[config.mk]
export PLATFORM = sky130hd
export DESIGN_NAME = she_gate_gen
export DESIGN_NICKNAME = d
export VERILOG_FILES = /design/src/rtl/she_pkg.sv /design/src/rtl/she_phase_gen.sv /design/src/rtl/she_thresh_bank.sv /design/src/rtl/she_cell_cmp.sv /design/src/rtl/she_gate_gen.sv
export SDC_FILE = /design/constraint.sdc
export NUM_CORES = 1
export LEC_CHECK = 0
export BUFFER_PORTS_ARGS = -buffer_cell sky130_fd_sc_hd__buf_2
export CORE_UTILIZATION = 30
export DETAILED_ROUTE_END_ITERATION = 16
export PLACE_DENSITY_LB_ADDON = 0.05
export SLEW_MARGIN = 10
export SYNTH_ARGS = -nofsm -noshare
export SYNTH_HDL_FRONTEND = slang
export SYNTH_SLANG_ARGS = --single-unit
[constraint.sdc]
create_clock -name clk -period 9.7 [get_ports clk]
set_clock_uncertainty 0.1 [all_clocks]
set_input_delay 1.94 -clock clk [delete_from_list [all_inputs] [get_ports clk]]
set_output_delay 1.94 -clock clk [all_outputs]
set_load 0.01 [all_outputs]
[src/rtl/she_pkg.sv]
`timescale 1ns/1ps
package she_pkg;

    // Gate bits of one cell, switch 1 in the least significant position
    typedef struct packed {
        logic s5;
        logic s4;
        logic s3;
        logic s2;
        logic s1;
    } gate_t;

    // Comparator results of one cell
    typedef struct packed {
        logic ge_lo;
        logic ge_hi;
    } cmp_t;

    // Rational sine approximation at the centre of table slot k of a
    // quarter wave with 'depth' slots, scaled to full amp_w range
    function automatic longint quarter_sine(input int k, input int depth, input int amp_w);
        longint p, u, full, num, den;
        p    = 4 * longint'(depth);
        u    = 2 * longint'(k) + 1;
        full = (longint'(1) << amp_w) - 1;
        num  = 16 * u * (p - u) * full;
        den  = 5 * p * p - 4 * u * (p - u);
        return num / den;
    endfunction

    function automatic gate_t gates_of(input cmp_t c, input logic half);
        gate_t g;
        g.s5 = c.ge_lo & ~c.ge_hi;
        g.s1 = c.ge_hi & half;
        g.s3 = c.ge_hi & ~half;
        g.s4 = half;
        g.s2 = ~half;
        return g;
    endfunction

    function automatic logic [1:0] steps_of(input cmp_t c);
        return c.ge_hi ? 2'd2 : (c.ge_lo ? 2'd1 : 2'd0);
    endfunction

endpackage

[src/rtl/she_phase_gen.sv]
`timescale 1ns/1ps
module she_phase_gen #(
    parameter int PH_W   = 32,
    parameter int LUT_AW = 8,
    parameter int AMP_W  = 12
) (
    input  logic             clk,
    input  logic             rst,
    input  logic [PH_W-1:0]  freq_word,
    output logic [AMP_W-1:0] mag_q,
    output logic             half_q,
    output logic             zero_cross
);
    localparam int DEPTH = 1 << LUT_AW;

    logic [PH_W-1:0]   acc_q;
    logic [AMP_W-1:0]  rom [DEPTH];
    logic [LUT_AW-1:0] idx_raw;
    logic [LUT_AW-1:0] idx;
    logic              mirror;

    for (genvar k = 0; k < DEPTH; k++) begin : g_rom
        assign rom[k] = AMP_W'(she_pkg::quarter_sine(k, DEPTH, AMP_W));
    end

    // Second and fourth quadrants read the table backwards
    assign mirror     = acc_q[PH_W-2];
    assign idx_raw    = acc_q[PH_W-3 -: LUT_AW];
    assign idx        = mirror ? ~idx_raw : idx_raw;
    assign zero_cross = acc_q[PH_W-1] ^ half_q;

    always_ff @(posedge clk) begin
        if (rst) begin
            acc_q  <= '0;
            mag_q  <= '0;
            half_q <= 1'b0;
        end else begin
            acc_q  <= acc_q + freq_word;
            mag_q  <= rom[idx];
            half_q <= acc_q[PH_W-1];
        end
    end
endmodule

[src/rtl/she_thresh_bank.sv]
`timescale 1ns/1ps
module she_thresh_bank #(
    parameter int NCELL  = 2,
    parameter int AMP_W  = 12,
    parameter int ADDR_W = 2
) (
    input  logic                         clk,
    input  logic                         rst,
    input  logic                         thr_we,
    input  logic [ADDR_W-1:0]            thr_addr,
    input  logic [AMP_W-1:0]             thr_data,
    input  logic                         zero_cross,
    output logic [NCELL-1:0][AMP_W-1:0]  lo_act,
    output logic [NCELL-1:0][AMP_W-1:0]  hi_act
);
    localparam int CELL_W = ADDR_W - 1;

    logic [NCELL-1:0][AMP_W-1:0] lo_pend;
    logic [NCELL-1:0][AMP_W-1:0] hi_pend;

    always_ff @(posedge clk) begin
        if (rst) begin
            lo_pend <= '1;
            hi_pend <= '1;
            lo_act  <= '1;
            hi_act  <= '1;
        end else begin
            for (int c = 0; c < NCELL; c++) begin
                if (thr_we && (thr_addr[ADDR_W-1:1] == CELL_W'(c))) begin
                    if (thr_addr[0]) hi_pend[c] <= thr_data;
                    else             lo_pend[c] <= thr_data;
                end
            end
            // Whole set swaps at once, so one half-cycle never mixes sets
            if (zero_cross) begin
                lo_act <= lo_pend;
                hi_act <= hi_pend;
            end
        end
    end
endmodule

[src/rtl/she_cell_cmp.sv]
`timescale 1ns/1ps
module she_cell_cmp #(
    parameter int AMP_W = 12
) (
    input  logic [AMP_W-1:0] mag,
    input  logic [AMP_W-1:0] lo_thr,
    input  logic [AMP_W-1:0] hi_thr,
    input  logic             half,
    output she_pkg::gate_t   gates,
    output logic [1:0]       steps
);
    she_pkg::cmp_t cmp;

    assign cmp.ge_lo = (mag >= lo_thr);
    assign cmp.ge_hi = (mag >= hi_thr);
    assign gates     = she_pkg::gates_of(cmp, half);
    assign steps     = she_pkg::steps_of(cmp);
endmodule

[src/rtl/she_gate_gen.sv]
`timescale 1ns/1ps
module she_gate_gen import she_pkg::*; #(
    parameter  int NCELL  = 2,
    parameter  int PH_W   = 32,
    parameter  int LUT_AW = 8,
    parameter  int AMP_W  = 12,
    localparam int CELL_W = (NCELL > 1) ? $clog2(NCELL) : 1,
    localparam int ADDR_W = CELL_W + 1,
    localparam int LVL_W  = $clog2(2 * NCELL + 1) + 1,
    localparam int GATE_W = 5 * NCELL
) (
    input  logic                    clk,
    input  logic                    rst,
    input  logic [PH_W-1:0]         freq_word,
    input  logic                    thr_we,
    input  logic [ADDR_W-1:0]       thr_addr,
    input  logic [AMP_W-1:0]        thr_data,
    output logic [GATE_W-1:0]       cell_gates,
    output logic signed [LVL_W-1:0] level_dbg
);
    logic [AMP_W-1:0]            mag_q;
    logic                        half_q;
    logic                        zero_cross;
    logic [NCELL-1:0][AMP_W-1:0] lo_act;
    logic [NCELL-1:0][AMP_W-1:0] hi_act;
    gate_t [NCELL-1:0]           gates_d;
    gate_t [NCELL-1:0]           gates_q;
    logic [NCELL-1:0][1:0]       steps_d;
    logic signed [LVL_W-1:0]     sum_d;
    logic signed [LVL_W-1:0]     level_d;
    logic signed [LVL_W-1:0]     level_q;

    she_phase_gen #(
        .PH_W   (PH_W),
        .LUT_AW (LUT_AW),
        .AMP_W  (AMP_W)
    ) u_phase (
        .clk        (clk),
        .rst        (rst),
        .freq_word  (freq_word),
        .mag_q      (mag_q),
        .half_q     (half_q),
        .zero_cross (zero_cross)
    );

    she_thresh_bank #(
        .NCELL  (NCELL),
        .AMP_W  (AMP_W),
        .ADDR_W (ADDR_W)
    ) u_bank (
        .clk        (clk),
        .rst        (rst),
        .thr_we     (thr_we),
        .thr_addr   (thr_addr),
        .thr_data   (thr_data),
        .zero_cross (zero_cross),
        .lo_act     (lo_act),
        .hi_act     (hi_act)
    );

    for (genvar c = 0; c < NCELL; c++) begin : g_cell
        she_cell_cmp #(
            .AMP_W (AMP_W)
        ) u_cmp (
            .mag    (mag_q),
            .lo_thr (lo_act[c]),
            .hi_thr (hi_act[c]),
            .half   (half_q),
            .gates  (gates_d[c]),
            .steps  (steps_d[c])
        );
    end

    always_comb begin
        sum_d = '0;
        for (int c = 0; c < NCELL; c++) begin
            sum_d = sum_d + $signed({{(LVL_W-2){1'b0}}, steps_d[c]});
        end
        level_d = half_q ? -sum_d : sum_d;
    end

    always_ff @(posedge clk) begin
        if (rst) begin
            gates_q <= '0;
            level_q <= '0;
        end else begin
            gates_q <= gates_d;
            level_q <= level_d;
        end
    end

    assign cell_gates = gates_q;
    assign level_dbg  = level_q;
endmodule

; ---- Word level (Yosys, flattened, before mapping)
; Memory sizes are Yosys's and may differ from the RTL's. A register that Yosys moved wholly into a read port is not among the register bits.
; Cells that the tools add are included.
[word_totals]
ff_bits = 141
romBits = 3072
mem_count = 1
word_cells = 53
[memory_table]
columns = memory, depth, width, read_ports, rd_clocked_by_memory_dff, wr, line
row1 = (no name shown), 256, 12, 1, 1, 0, she_phase_gen.sv:39  ; mag_q <= rom[idx];
[op_classes]
mux = 6
order_cmp = 4
n_bitwise = 14
addsub = 3
n_reduce_logical = 6
[op_table]
columns = cell, n
row1 = 12-bit >= comparator, 4
row2 = 32-bit adder, 1
row3 = 8-bit inverter with 9-bit output, 1
row4 = 8-bit two-way mux, 1
row5 = 8-bit inverter, 1
row6 = 2-bit AND reduction, 4
row7 = 1-bit AND, 6
row8 = 1-bit inverter, 5
row9 = 2-bit two-way mux, 2
row10 = 4-bit two-way mux, 1
row11 = 3-bit negator with 4-bit output, 1
row12 = 2-bit by 2-bit adder with 3-bit output, 1
row13 = 1-bit logical AND, 2
row14 = 1-bit two-way mux, 2
row15 = 1-bit bitwise XOR, 1

; ---- Depth between registers and ports, before layout
; Gate-level depths: netlist (run 1).
[logic_depth]
ltp_word = 6
depth_mapped = 16

; ---- Cells and area by module
; A second synthesis (run 1) with hierarchy kept.
[unflattened]
cells_unflattened = 1717
area_unflattened_um2 = 12977.4
[modules_own_cells]
columns = module, cells_per_inst, area_each_um2, seq_area_each_um2, instances
row1 = she_phase_gen, 1178, 7713.6, 900.9, 1
row2 = she_thresh_bank, 330, 3545.9, 1921.8, 1
row3 = she_cell_cmp, 84, 619.3, 0.0, 2
row4 = she_gate_gen, 41, 479.2, 280.3, 1

; ---- Least setup slack after synthesis (run 1)
; OpenSTA, ideal clock, no wires.
[synth_path]
path_type = input to register
startpoint = input freq_word[0]
endpoint = register u_phase.acc_q[28]
path_buffers = 0
setup_ps = 129
path_stages = 10
arrival_time_ps = 3831
path_slack_ps = 5639
cell_sequence = ha_1 inv_1 fa_1 nand2b_1 a2111oi_0 nor4b_2 o21ai_2 a31oi_1 a21oi_1 o31ai_1
[synth_between]
elab_chain_cells = 1
[synth_rtl]
columns = item, line
row1 = start: declaration, she_gate_gen.sv:14  ; input logic [PH_W-1:0] freq_word,
row2 = 32-bit adder, she_phase_gen.sv:38  ; acc_q <= acc_q + freq_word;
row3 = end signal: assignment, she_phase_gen.sv:38
row4 = end: declaration, she_phase_gen.sv:16  ; logic [PH_W-1:0] acc_q;
; Every way passes these cells.
; A chain may end at the register's enable or synchronous reset.

; ---- Worst setup path in the final report (run 1)
[layout_path]
startpoint = register u_phase.acc_q[30]
endpoint = register u_phase.mag_q[3]
[layout_between]
elab_chain_cells = 2
[layout_rtl]
columns = item, line
row1 = 8-bit two-way mux, she_phase_gen.sv:29  ; assign idx = mirror ? ~idx_raw : idx_raw;
row2 = 8-bit inverter with 9-bit output (not written as such), she_phase_gen.sv:39
row3 = end: declaration, she_phase_gen.sv:10  ; output logic [AMP_W-1:0] mag_q,
; Every way passes these cells.

==> results of run 1 <==
worst min-delay path by stage:
stage	start	endpoint	slack, ns	cells after the start
after floorplan	u_bank.lo_pend[12]$_SDFFE_PP1P_	u_bank.lo_pend[12]$_SDFFE_PP1P_	0.34	2
after global placement	u_bank.hi_pend[16]$_SDFFE_PP1P_	u_bank.hi_pend[16]$_SDFFE_PP1P_	0.35	2
after detailed placement	u_bank.lo_pend[2]$_SDFFE_PP1P_	u_bank.lo_pend[2]$_SDFFE_PP1P_	0.36	2
after CTS	u_bank.hi_pend[13]$_SDFFE_PP1P_	u_bank.hi_pend[13]$_SDFFE_PP1P_	0.37	2
after global routing	u_bank.hi_pend[21]$_SDFFE_PP1P_	u_bank.hi_pend[21]$_SDFFE_PP1P_	0.39	2
final	u_bank.hi_pend[13]$_SDFFE_PP1P_	u_bank.hi_pend[13]$_SDFFE_PP1P_	0.37	2
critical path, stage by stage, from the launching register on:
cell	delay [ns]
dfxtp_4	0.81
xnor2_1	0.36
inv_1	0.15
ha_1	0.23
buf_4	0.21
inv_1	0.22
ha_1	0.55
inv_1	0.13
nor2_1	0.19
nor3_1	0.08
nor2_1	0.13
o22ai_1	0.08
a221oi_1	0.54
and3_1	0.27
logic make-up after synthesis:
| group | Yosys count | share of synthesized area, % |
|---|---|---|
| AOI/OAI and AO/OA | 609 | 30.3 |
| xor gates and xnor gates | 47 | 3.52 |
| adders and majority gates | 95 | 9.22 |
| buffers and inverters | 220 | 8.07 |
| DFF | 153 | 23.6 |
| muxes | 25 | 1.98 |
| and+or+nand+nor | 656 | 23.4 |
cell type report:
class / instances / share of cell area, %
diodes: 1 / 0.0178
clock buffers: 20 / 3.39
clock inverters: 9 / 0.640
inverters: 72 / 1.92
multi-input cells: 1432 / 63.1
flip-flops and latches: 153 / 21.8
well taps: 577 / 5.13
repair buffers: 95 / 3.96
flip-flops by register name, indices dropped and copies added (netlist names):
signal	flops
u_phase.mag_q	12
u_phase.half_q	1
u_bank.hi_act	24
u_bank.hi_pend	24
level_dbg	4
u_phase.acc_q	32
u_bank.lo_act	24
cell_gates	8
u_bank.lo_pend	24
routing by layer:
layer / part of all wire, % / vias to the layer above / GRT usage (%) / wire length [um]
met5: 0.029 / - / 0.667 / 16
met4: 4.6 / 2 / 12.4 / 2590
met3: 8.2 / 148 / 5.88 / 4580
met2: 44 / 722 / 38.0 / 24300
met1: 44 / 6489 / 33.4 / 24300
li1: - / 6470 / - / -
through the flow:
| step | std cells | worst slack [ns] | hold slack, ns | cell area (sq um) |
|---|---|---|---|---|
| 4_1_cts | 2358 | 5.65 | 0.373 | 14100 |
| 5_1_grt | 2358 | 5.38 | 0.390 | 14100 |
| 2_1_floorplan | 1805 | 5.64 | 0.339 | 13000 |
| 3_5_place_dp | 2329 | 5.29 | 0.358 | 13500 |
| 6_report | 2359 | 5.54 | 0.369 | 14100 |
| 3_3_place_gp | 2329 | 5.26 | 0.352 | 13500 |
cells in the final DEF, fill, tap and decap left out, types with 7 or more instances in the layout:
cell and n:
nand2_1 243, a21oi_1 166, nor2_1 152, dfxtp_1 149, o21ai_0 124, ha_1 94, nand3_1 75, o211ai_1 71
inv_1 68, buf_2 62, nor3_1 39, nand2b_1 34, buf_4 33, a21o_1 29, nor2b_1 26, o22ai_1 25
a31oi_1 24, xnor2_1 22, xor2_1 21, mux2i_1 20, a211oi_1 19, clkbuf_16 18, nand4_1 15, and3_1 14
o21ai_1 13, o221ai_1 12, a221oi_1 11, and2_1 10, or2_2 9, o31ai_1 9, o21bai_1 9, o311ai_0 8
a22oi_1 8, a221o_1 7
==> flow_metrics.tcl, run 1 <==
set metrics [dict create \
    initial_utilization_pct 30.7 \
    postLayoutCoreUtil_pct 33.3 \
    slew-limit-headroom_pct 10.7 \
    grt_usage_pct 25.2 \
    cts.clk_slew.worst_paths_ns 0.06 \
    vias 13831 \
    synth_top_area_share_pct 23.6 \
    fillers 4601 \
    startpoint "u_phase.acc_q[30]$_SDFF_PP0_" \
    multi_input_area_sq_um 8890 \
    period_needed_ns 4.16 \
    portBuffers 62 \
    cp-end-kind "flip-flop" \
    cts_made_buffers 17 \
    crit_path_end "u_phase.mag_q[3]$_SDFF_PP0_" \
    place_congestion 0.970 \
    final_hold_viol_count 0 \
    finalNetCount 1915 \
    synth_ff_type "dfxtp_1" \
    critical_path_required_ns 9.97 \
    wl_per_cell_um 23.7 \
    cts_sinks 153 \
    routed_via_density 5.86 \
    r2r-start "u_phase.acc_q[30]$_SDFF_PP0_" \
    dp_hpwl_um 38900 \
    synth.avg_cell_area_sq_um 7.19 \
    rsz0062_at_grt "no" \
    grt_antenna_before_repair 1 \
    ys_seq_area_share_pct 23.6 \
    layout.area.seq_sq_um 3080 \
    cts_max_path_buffers 2 \
    hold_class "flip-flop to flip-flop" \
    max_slew.worst_pin.slew_ns 1.33 \
    setup_viol 0 \
    crit_fanout 50 \
    drt_wl_total_um 55800 \
    drv_cap 0 \
    r2r_slack_ns 5.54 \
    cts_tree "done" \
    cts_resized 0 \
    clockRootBuffer "clkbuf_16" \
    syn_inst 1805 \
    grt_pass1_vias 13301 \
    ys_seq_elements 153 \
    r2r_cells 13 \
    status "completed" \
    cts_setup_buffers 0 \
    fin_setup_tns_ns 0 \
    drtIter0Drc 1389 \
    die_h_um 210 \
    grt_overflow 0 \
    htree_levels 4 \
    finalMaxSlewViolations 0 \
    period_share_pct 42.9 \
    drt_pass1_iterations 6 \
    drc 0 \
    clk_latency_ns 0.44 \
    synth.most_common_cell "nand2_1" \
    synth_async_sr_flop_share_pct 0 \
    synth_top_cell_by_area "dfxtp_1" \
    netlist_area_sq_um 13000 \
    syn_nets 1949 \
    dieWidth_um 210 \
    grt_pass1_wl_um 83800 \
    yosys-top-cells-area "dfxtp_1 24%, ha_1 9.1%, nand2_1 7.0%" \
    die_area_sq_um 44100 \
    ys_types 88 \
    ant_nets 0 \
    coreArea_sq_um 42300 \
    rr_endpoint "u_phase.mag_q[3]$_SDFF_PP0_" \
    rows 75 \
    drive_above_1_share_pct 9.43 \
    pin_count 63 \
    yosys_warnings 0 \
    setup.worst_path.start_class "flip-flop" \
    max_freq_ghz 0.240 \
    synth-edff-count 0 \
    path_class "flip-flop to flip-flop" \
    grt_max_degree 98 \
    synth_common_cells "243 x nand2_1, 166 x a21oi_1, 153 x dfxtp_1" \
    arrival_ns 4.43 \
    cts_hold_buffers 0 \
    area_delta_synth_final_pct 8.55 \
]
Power of run 1 is left out: the tool's default activity adds up to more than one toggle a clock period on the data nets, which glitch-free logic cannot reach.
==> run 2: changes to the inputs <==
Settings changed: ABC_AREA from default to 1.
Clock period 9.7 ns to 3.85 ns, I/O delays scaled along.
==> flow_metrics.tcl, run 2 <==
set metrics [dict create \
    status "completed" \
    die_area_sq_um 36000 \
    path_buf_inv 3 \
    grt_overflow 0 \
    cts_sinks 153 \
    rows 68 \
    synth.avg_cell_area_sq_um 6.49 \
    layout_common_cells "499 x nand2_1, 211 x nand3_1, 153 x dfxtp_1, 136 x inv_1, 120 x nor2_1" \
    netlist_area_sq_um 10600 \
    period_share_pct 88.4 \
    arrival_ns 3.60 \
    period_needed_ns 3.40 \
    largest_register "u_phase.acc_q" \
    dieWidth_um 190 \
    ys_types 42 \
    rsz0062_at_grt "no" \
    drc 0 \
    grt_pass1_wl_um 60700 \
    htree_levels 4 \
    synth_top_area_share_pct 29.0 \
    cts_made_buffers 17 \
    finalPower_mw 12.2 \
    ys_seq_area_share_pct 29.0 \
    cp_top_family "simple AND/OR/NAND/NOR gates" \
    critical_path_required_ns 4.05 \
    synth_top_cell_by_area "dfxtp_1" \
    grt_pass1_vias 10755 \
    synth_common_cells "500 x nand2_1, 211 x nand3_1, 153 x dfxtp_1" \
    path_cells "buf_4 > nand2_1 > nand2_2 > ha_1 > inv_1 > nand3_1 > nand2_1 > clkinv_1 > nand2_1 > nand3_1 > nand2_1 > nand2_1 > nand3_1 > nand2_1 > nor2_1 > nor2_1" \
    cts.clk_slew.worst_paths_ns 0.07 \
    synth_ff_type "dfxtp_1" \
    syn_nets 1773 \
    finalMaxSlewViolations 0 \
    clockRootBuffer "clkbuf_16" \
    coreArea_sq_um 34600 \
    portBuffers 62 \
    place_congestion 0.936 \
    hold_class "flip-flop to flip-flop" \
    clk_latency_ns 0.44 \
    ir_drop_mv 0.398 \
    max_slew.worst_pin.slew_ns 0.905 \
    r2r_cells 16 \
    drv_cap 0 \
    rr_endpoint "u_phase.mag_q[5]$_SDFF_PP0_" \
    cts_resized 0 \
    crit_fanout 11 \
    cts_hold_buffers 0 \
    p_switching_mw 6.81 \
    r2r-start "u_phase.acc_q[30]$_SDFF_PP0_" \
    setup.worst_path.start_class "flip-flop" \
    initial_utilization_pct 30.5 \
    yosys_warnings 0 \
    hp-start "u_bank.lo_pend[5]$_SDFFE_PP1P_" \
    grt_antenna_before_repair 0 \
    synth.most_common_cell "nand2_1" \
    p_clk_share_pct 13.5 \
    hold_path_depth 2 \
    final_common_cell "nand2_1" \
    largest_register_ffs 32 \
    setup_viol 0 \
    drt_wl_total_um 38500 \
    dp_hpwl_um 28500 \
    cp-end-kind "flip-flop" \
    cts_tree "done" \
    cts_max_path_buffers 2 \
    ys_seq_elements 153 \
    max_stage_delay_ns 0.56 \
    die_h_um 190 \
    p_int_mw 5.36 \
    power.density_nw_per_um2 1030 \
    syn_inst 1629 \
    final_hold_viol_count 0 \
    drt_pass1_iterations 6 \
    crit_path_frequent_cell "nand2_1" \
    fin_setup_tns_ns 0 \
    routed_via_density 5.10 \
    pwr-share-seq_pct 19.2 \
    slowest_stage "dfxtp_1" \
    r2r_slack_ns 0.45 \
    leakage_nw 6.02 \
    finalNetCount 1806 \
    synth-edff-count 0 \
    max_freq_ghz 0.294 \
    cts_setup_buffers 0 \
    drtIter0Drc 723 \
    area_delta_synth_final_pct 11.8 \
    insertedDiodeCount 0 \
    p_comb_share_pct 67.4 \
    grt_usage_pct 21.9 \
    yosys-top-cells-area "dfxtp_1 29%, nand2_1 18%, ha_1 11%" \
    path_class "flip-flop to flip-flop" \
    ant_nets 0 \
    sw_frac_of_total_pct 56.0 \
    drive_above_1_share_pct 8.60 \
    wl_per_cell_um 18.1 \
    vias 10858 \
    synth_async_sr_flop_share_pct 0 \
    pin_count 63 \
    grt_max_degree 56 \
    slew-limit-headroom_pct 39.5 \
    hold-path-endpoint "u_bank.lo_pend[5]$_SDFFE_PP1P_" \
]
[run 2: power groups by stage]
stage / registers, mW / clock network [mW] / logic [mW]
5_1_grt: 2.39 / 1.77 / 9.17
3_5_place_dp: 2.37 / 0 / 8.06
6_report: 2.33 / 1.64 / 8.19
4_1_cts: 2.34 / 1.70 / 8.08
2_1_floorplan: 2.24 / 0 / 5.84
3_3_place_gp: 2.37 / 0 / 8.19
[run 2: cell type report]
type,instances,area [sq um]
fillers,3850,22800
clock buffers,19,443
clock inverters,13,109
flip-flops and latches,153,3060
well taps,455,569
repair buffers,85,508
inverters,143,539
multi-input cells,1262,6590
[run 2: how the worst max path moves through the flow]
stage,start,to,slack (ns),depth (start not counted)
2_1_floorplan,freq_word[0],u_phase.acc_q[16]$_SDFF_PP0_,1.32,11
3_3_place_gp,u_phase.acc_q[30]$_SDFF_PP0_,u_phase.mag_q[5]$_SDFF_PP0_,0.52,16
3_5_place_dp,u_phase.acc_q[30]$_SDFF_PP0_,u_phase.mag_q[5]$_SDFF_PP0_,0.50,16
4_1_cts,u_phase.acc_q[30]$_SDFF_PP0_,u_phase.mag_q[5]$_SDFF_PP0_,0.49,16
5_1_grt,u_phase.acc_q[30]$_SDFF_PP0_,u_phase.mag_q[5]$_SDFF_PP0_,0.26,16
6_report,u_phase.acc_q[30]$_SDFF_PP0_,u_phase.mag_q[5]$_SDFF_PP0_,0.45,16
[run 2: stage by stage]
stage | setup slack (ns) | cells | utilization, % | instance area, sq um | hold slack [ns]
3_3_place_gp | 0.519 | 2098 | 32.5 | 11300 | 0.339
5_1_grt | 0.260 | 2130 | 34.1 | 11800 | 0.382
2_1_floorplan | 1.32 | 1629 | - | 10600 | 0.329
6_report | 0.446 | 2130 | 34.1 | 11800 | 0.363
4_1_cts | 0.490 | 2130 | 34.1 | 11800 | 0.365
3_5_place_dp | 0.504 | 2098 | 32.5 | 11300 | 0.346
[run 2: metal layers]
layer  wire length, um  up-vias  GRT usage [%]
met5                 0        -              0
met3              1560       54           2.71
met4              1010        0           7.97
met1             18100     5025           28.8
li1                  -     5489              -
met2             17900      290           36.6
[run 2: cell families after synthesis]
group | Yosys count | synth area share [%]
xor+xnor | 7 | 0.899
buf+inv | 214 | 8.76
compound gates | 269 | 14.5
simple gates | 891 | 35.5
fa+ha+maj | 95 | 11.3
flops | 153 | 29.0
[run 2: worst register-to-register path: stages, from the launching register on]
cell,delay (ns)
dfxtp_1,0.56
buf_4,0.28
nand2_1,0.08
nand2_2,0.23
ha_1,0.34
inv_1,0.13
nand3_1,0.41
nand2_1,0.19
clkinv_1,0.10
nand2_1,0.08
nand3_1,0.08
nand2_1,0.09
nand2_1,0.05
nand3_1,0.09
nand2_1,0.11
nor2_1,0.27
nor2_1,0.09
No activity file was read; power rests on OpenSTA's default activity.
==> run 3: changes to the inputs <==
Settings changed: PLACE_DENSITY from default to 0.51, PLACE_DENSITY_LB_ADDON 0.05 to default, SYNTH_HIERARCHICAL from default to 1.
==> flow_metrics.tcl, run 3 <==
set metrics [dict create \
    cts_max_path_buffers 2 \
    clk_latency_ns 0.43 \
    ant_nets 0 \
    finalNetCount 1875 \
    cp-end-kind "flip-flop" \
    clockRootBuffer "clkbuf_16" \
    wl_per_cell_um 16.9 \
    crit_fanout 4 \
    slew-limit-headroom_pct 36.6 \
    vias 11220 \
    period_share_pct 76.5 \
    layout_common_cells "523 x nand2_1, 223 x nand3_1, 162 x inv_1, 155 x dfxtp_1, 137 x nor2_1" \
    finalMaxSlewViolations 0 \
    pin_count 63 \
    drc 6 \
    cts_tree "done" \
    synth.most_common_cell "nand2_1" \
    drive_above_1_share_pct 8.91 \
    place_congestion 1.04 \
    arrival_ns 3.15 \
    synth_ff_type "dfxtp_1" \
    final_common_cell "nand2_1" \
    htree_levels 4 \
    ys_seq_elements 155 \
    max_freq_ghz 0.340 \
    netlist_area_sq_um 10900 \
    grt_max_degree 50 \
    cts_hold_buffers 0 \
    cts.clk_slew.worst_paths_ns 0.07 \
    drt_pass1_iterations 11 \
    grt_pass1_wl_um 59500 \
    synth.avg_cell_area_sq_um 6.37 \
    yosys-top-cells-area "dfxtp_1 28%, nand2_1 18%, nand3_1 10%" \
    insertedDiodeCount 0 \
    synth_async_sr_flop_share_pct 0 \
    dieWidth_um 193 \
    cts_resized 0 \
    area_delta_synth_final_pct 11.7 \
    coreArea_sq_um 35700 \
    largest_register "u_phase/acc_q" \
    max_slew.worst_pin.slew_ns 0.945 \
    portBuffers 62 \
    status "finished with violations" \
    grt_usage_pct 20.7 \
    path_class "flip-flop to flip-flop" \
    rows 69 \
    ys_seq_area_share_pct 28.5 \
    grt_overflow 0 \
    ys_types 35 \
    setup_viol 0 \
    final_cells 2211 \
    period_needed_ns 2.95 \
    largest_register_ffs 32 \
    hold_class "flip-flop to flip-flop" \
    synth-edff-count 0 \
    violations "design-rule violations" \
    dp_cells 2179 \
    drt_wl_total_um 37300 \
    grt_pass1_vias 10735 \
    drtIter0Drc 1103 \
    drv_cap 0 \
    rsz0062_at_grt "no" \
    cts_made_buffers 17 \
    critical_path_required_ns 4.05 \
    syn_inst 1710 \
    initial_utilization_pct 30.6 \
    fillers 3964 \
    routed_via_density 5.07 \
    synth_common_cells "523 x nand2_1, 223 x nand3_1, 162 x inv_1" \
    synth_top_area_share_pct 28.5 \
    dp_hpwl_um 27800 \
    setup.worst_path.start_class "flip-flop" \
    cts_setup_buffers 0 \
    final_hold_viol_count 0 \
    cts_sinks 155 \
    syn_nets 1848 \
    synth_top_cell_by_area "dfxtp_1" \
    yosys_warnings 6 \
    die_area_sq_um 37100 \
    grt_antenna_before_repair 0 \
    fin_setup_tns_ns 0 \
    die_h_um 193 \
]
[run 3: through the flow]
stage | utilization [%] | worst slack [ns] | hold slack, ns | instance area (sq um)
3_5_place_dp | 32.4 | 0.887 | 0.345 | 11600
4_1_cts | 34.2 | 0.861 | 0.363 | 12200
6_report | 34.2 | 0.905 | 0.360 | 12200
5_1_grt | 34.2 | 0.632 | 0.376 | 12200
2_1_floorplan | - | 1.23 | 0.329 | 10900
3_3_place_gp | 32.4 | 0.891 | 0.337 | 11600
[run 3: worst paths after layout]
path | startpoint | endpoint | slack, ns | cells after the start
worst max-delay path | u_phase/mag_q[7]$_SDFF_PP0_ | level_dbg[1]$_SDFF_PP0_ | 0.90 | 15
worst min-delay path | u_bank/hi_act[7]$_SDFFE_PP1P_ | u_bank/hi_act[7]$_SDFFE_PP1P_ | 0.36 | 2
worst max register to register | u_phase/mag_q[7]$_SDFF_PP0_ | level_dbg[1]$_SDFF_PP0_ | 0.90 | 15
worst min register to register | u_bank/hi_act[7]$_SDFFE_PP1P_ | u_bank/hi_act[7]$_SDFFE_PP1P_ | 0.36 | 2
[run 3: cell families after synthesis]
| kind of cell | Yosys count | share of synthesized area [%] |
|---|---|---|
| AOI/OAI and AO/OA | 222 | 10.8 |
| xor gates and xnor gates | 13 | 1.42 |
| adders and majority gates | 89 | 10.4 |
| buffers and inverters | 250 | 10.3 |
| DFF | 155 | 28.5 |
| and+or+nand+nor | 981 | 38.7 |
[run 3: routing by layer]
layer  vias to the layer above  part of all wire [%]  global-route usage [%]
li1                       5673                     -                       -
met2                       403                    43                    31.5
met4                         0                   2.5                    7.54
met3                        70                   6.6                    3.60
met5                         -                     0                       0
met1                      5074                    48                    28.8
[run 3: area by class of cell]
type                       instances  area, sq um  share of cell area [%]
sequential                       155         3100                    25.5
clock inverter                    14          195                    1.60
timing repair buffer              88          505                    4.15
multi-input combinational       1305         6720                    55.2
tap                              461          577                    4.74
inverter                         170          643                    5.28
clock buffer                      18          429                    3.52
[run 3: critical path, cell delays in order, from the launching register on]
cell and delay, ns:
dfxtp_1 0.49, ha_1 0.30, nand2_1 0.07, nand2_1 0.05, nand2_1 0.06, nand3_1 0.08, nor2_2 0.17, nand2_1 0.10
nor2_1 0.16, ha_1 0.16, inv_1 0.05, fa_1 0.47, ha_1 0.29, nand2_1 0.06, o21a_1 0.16, nor2_2 0.04
Power of run 3 is left out for the same reason.
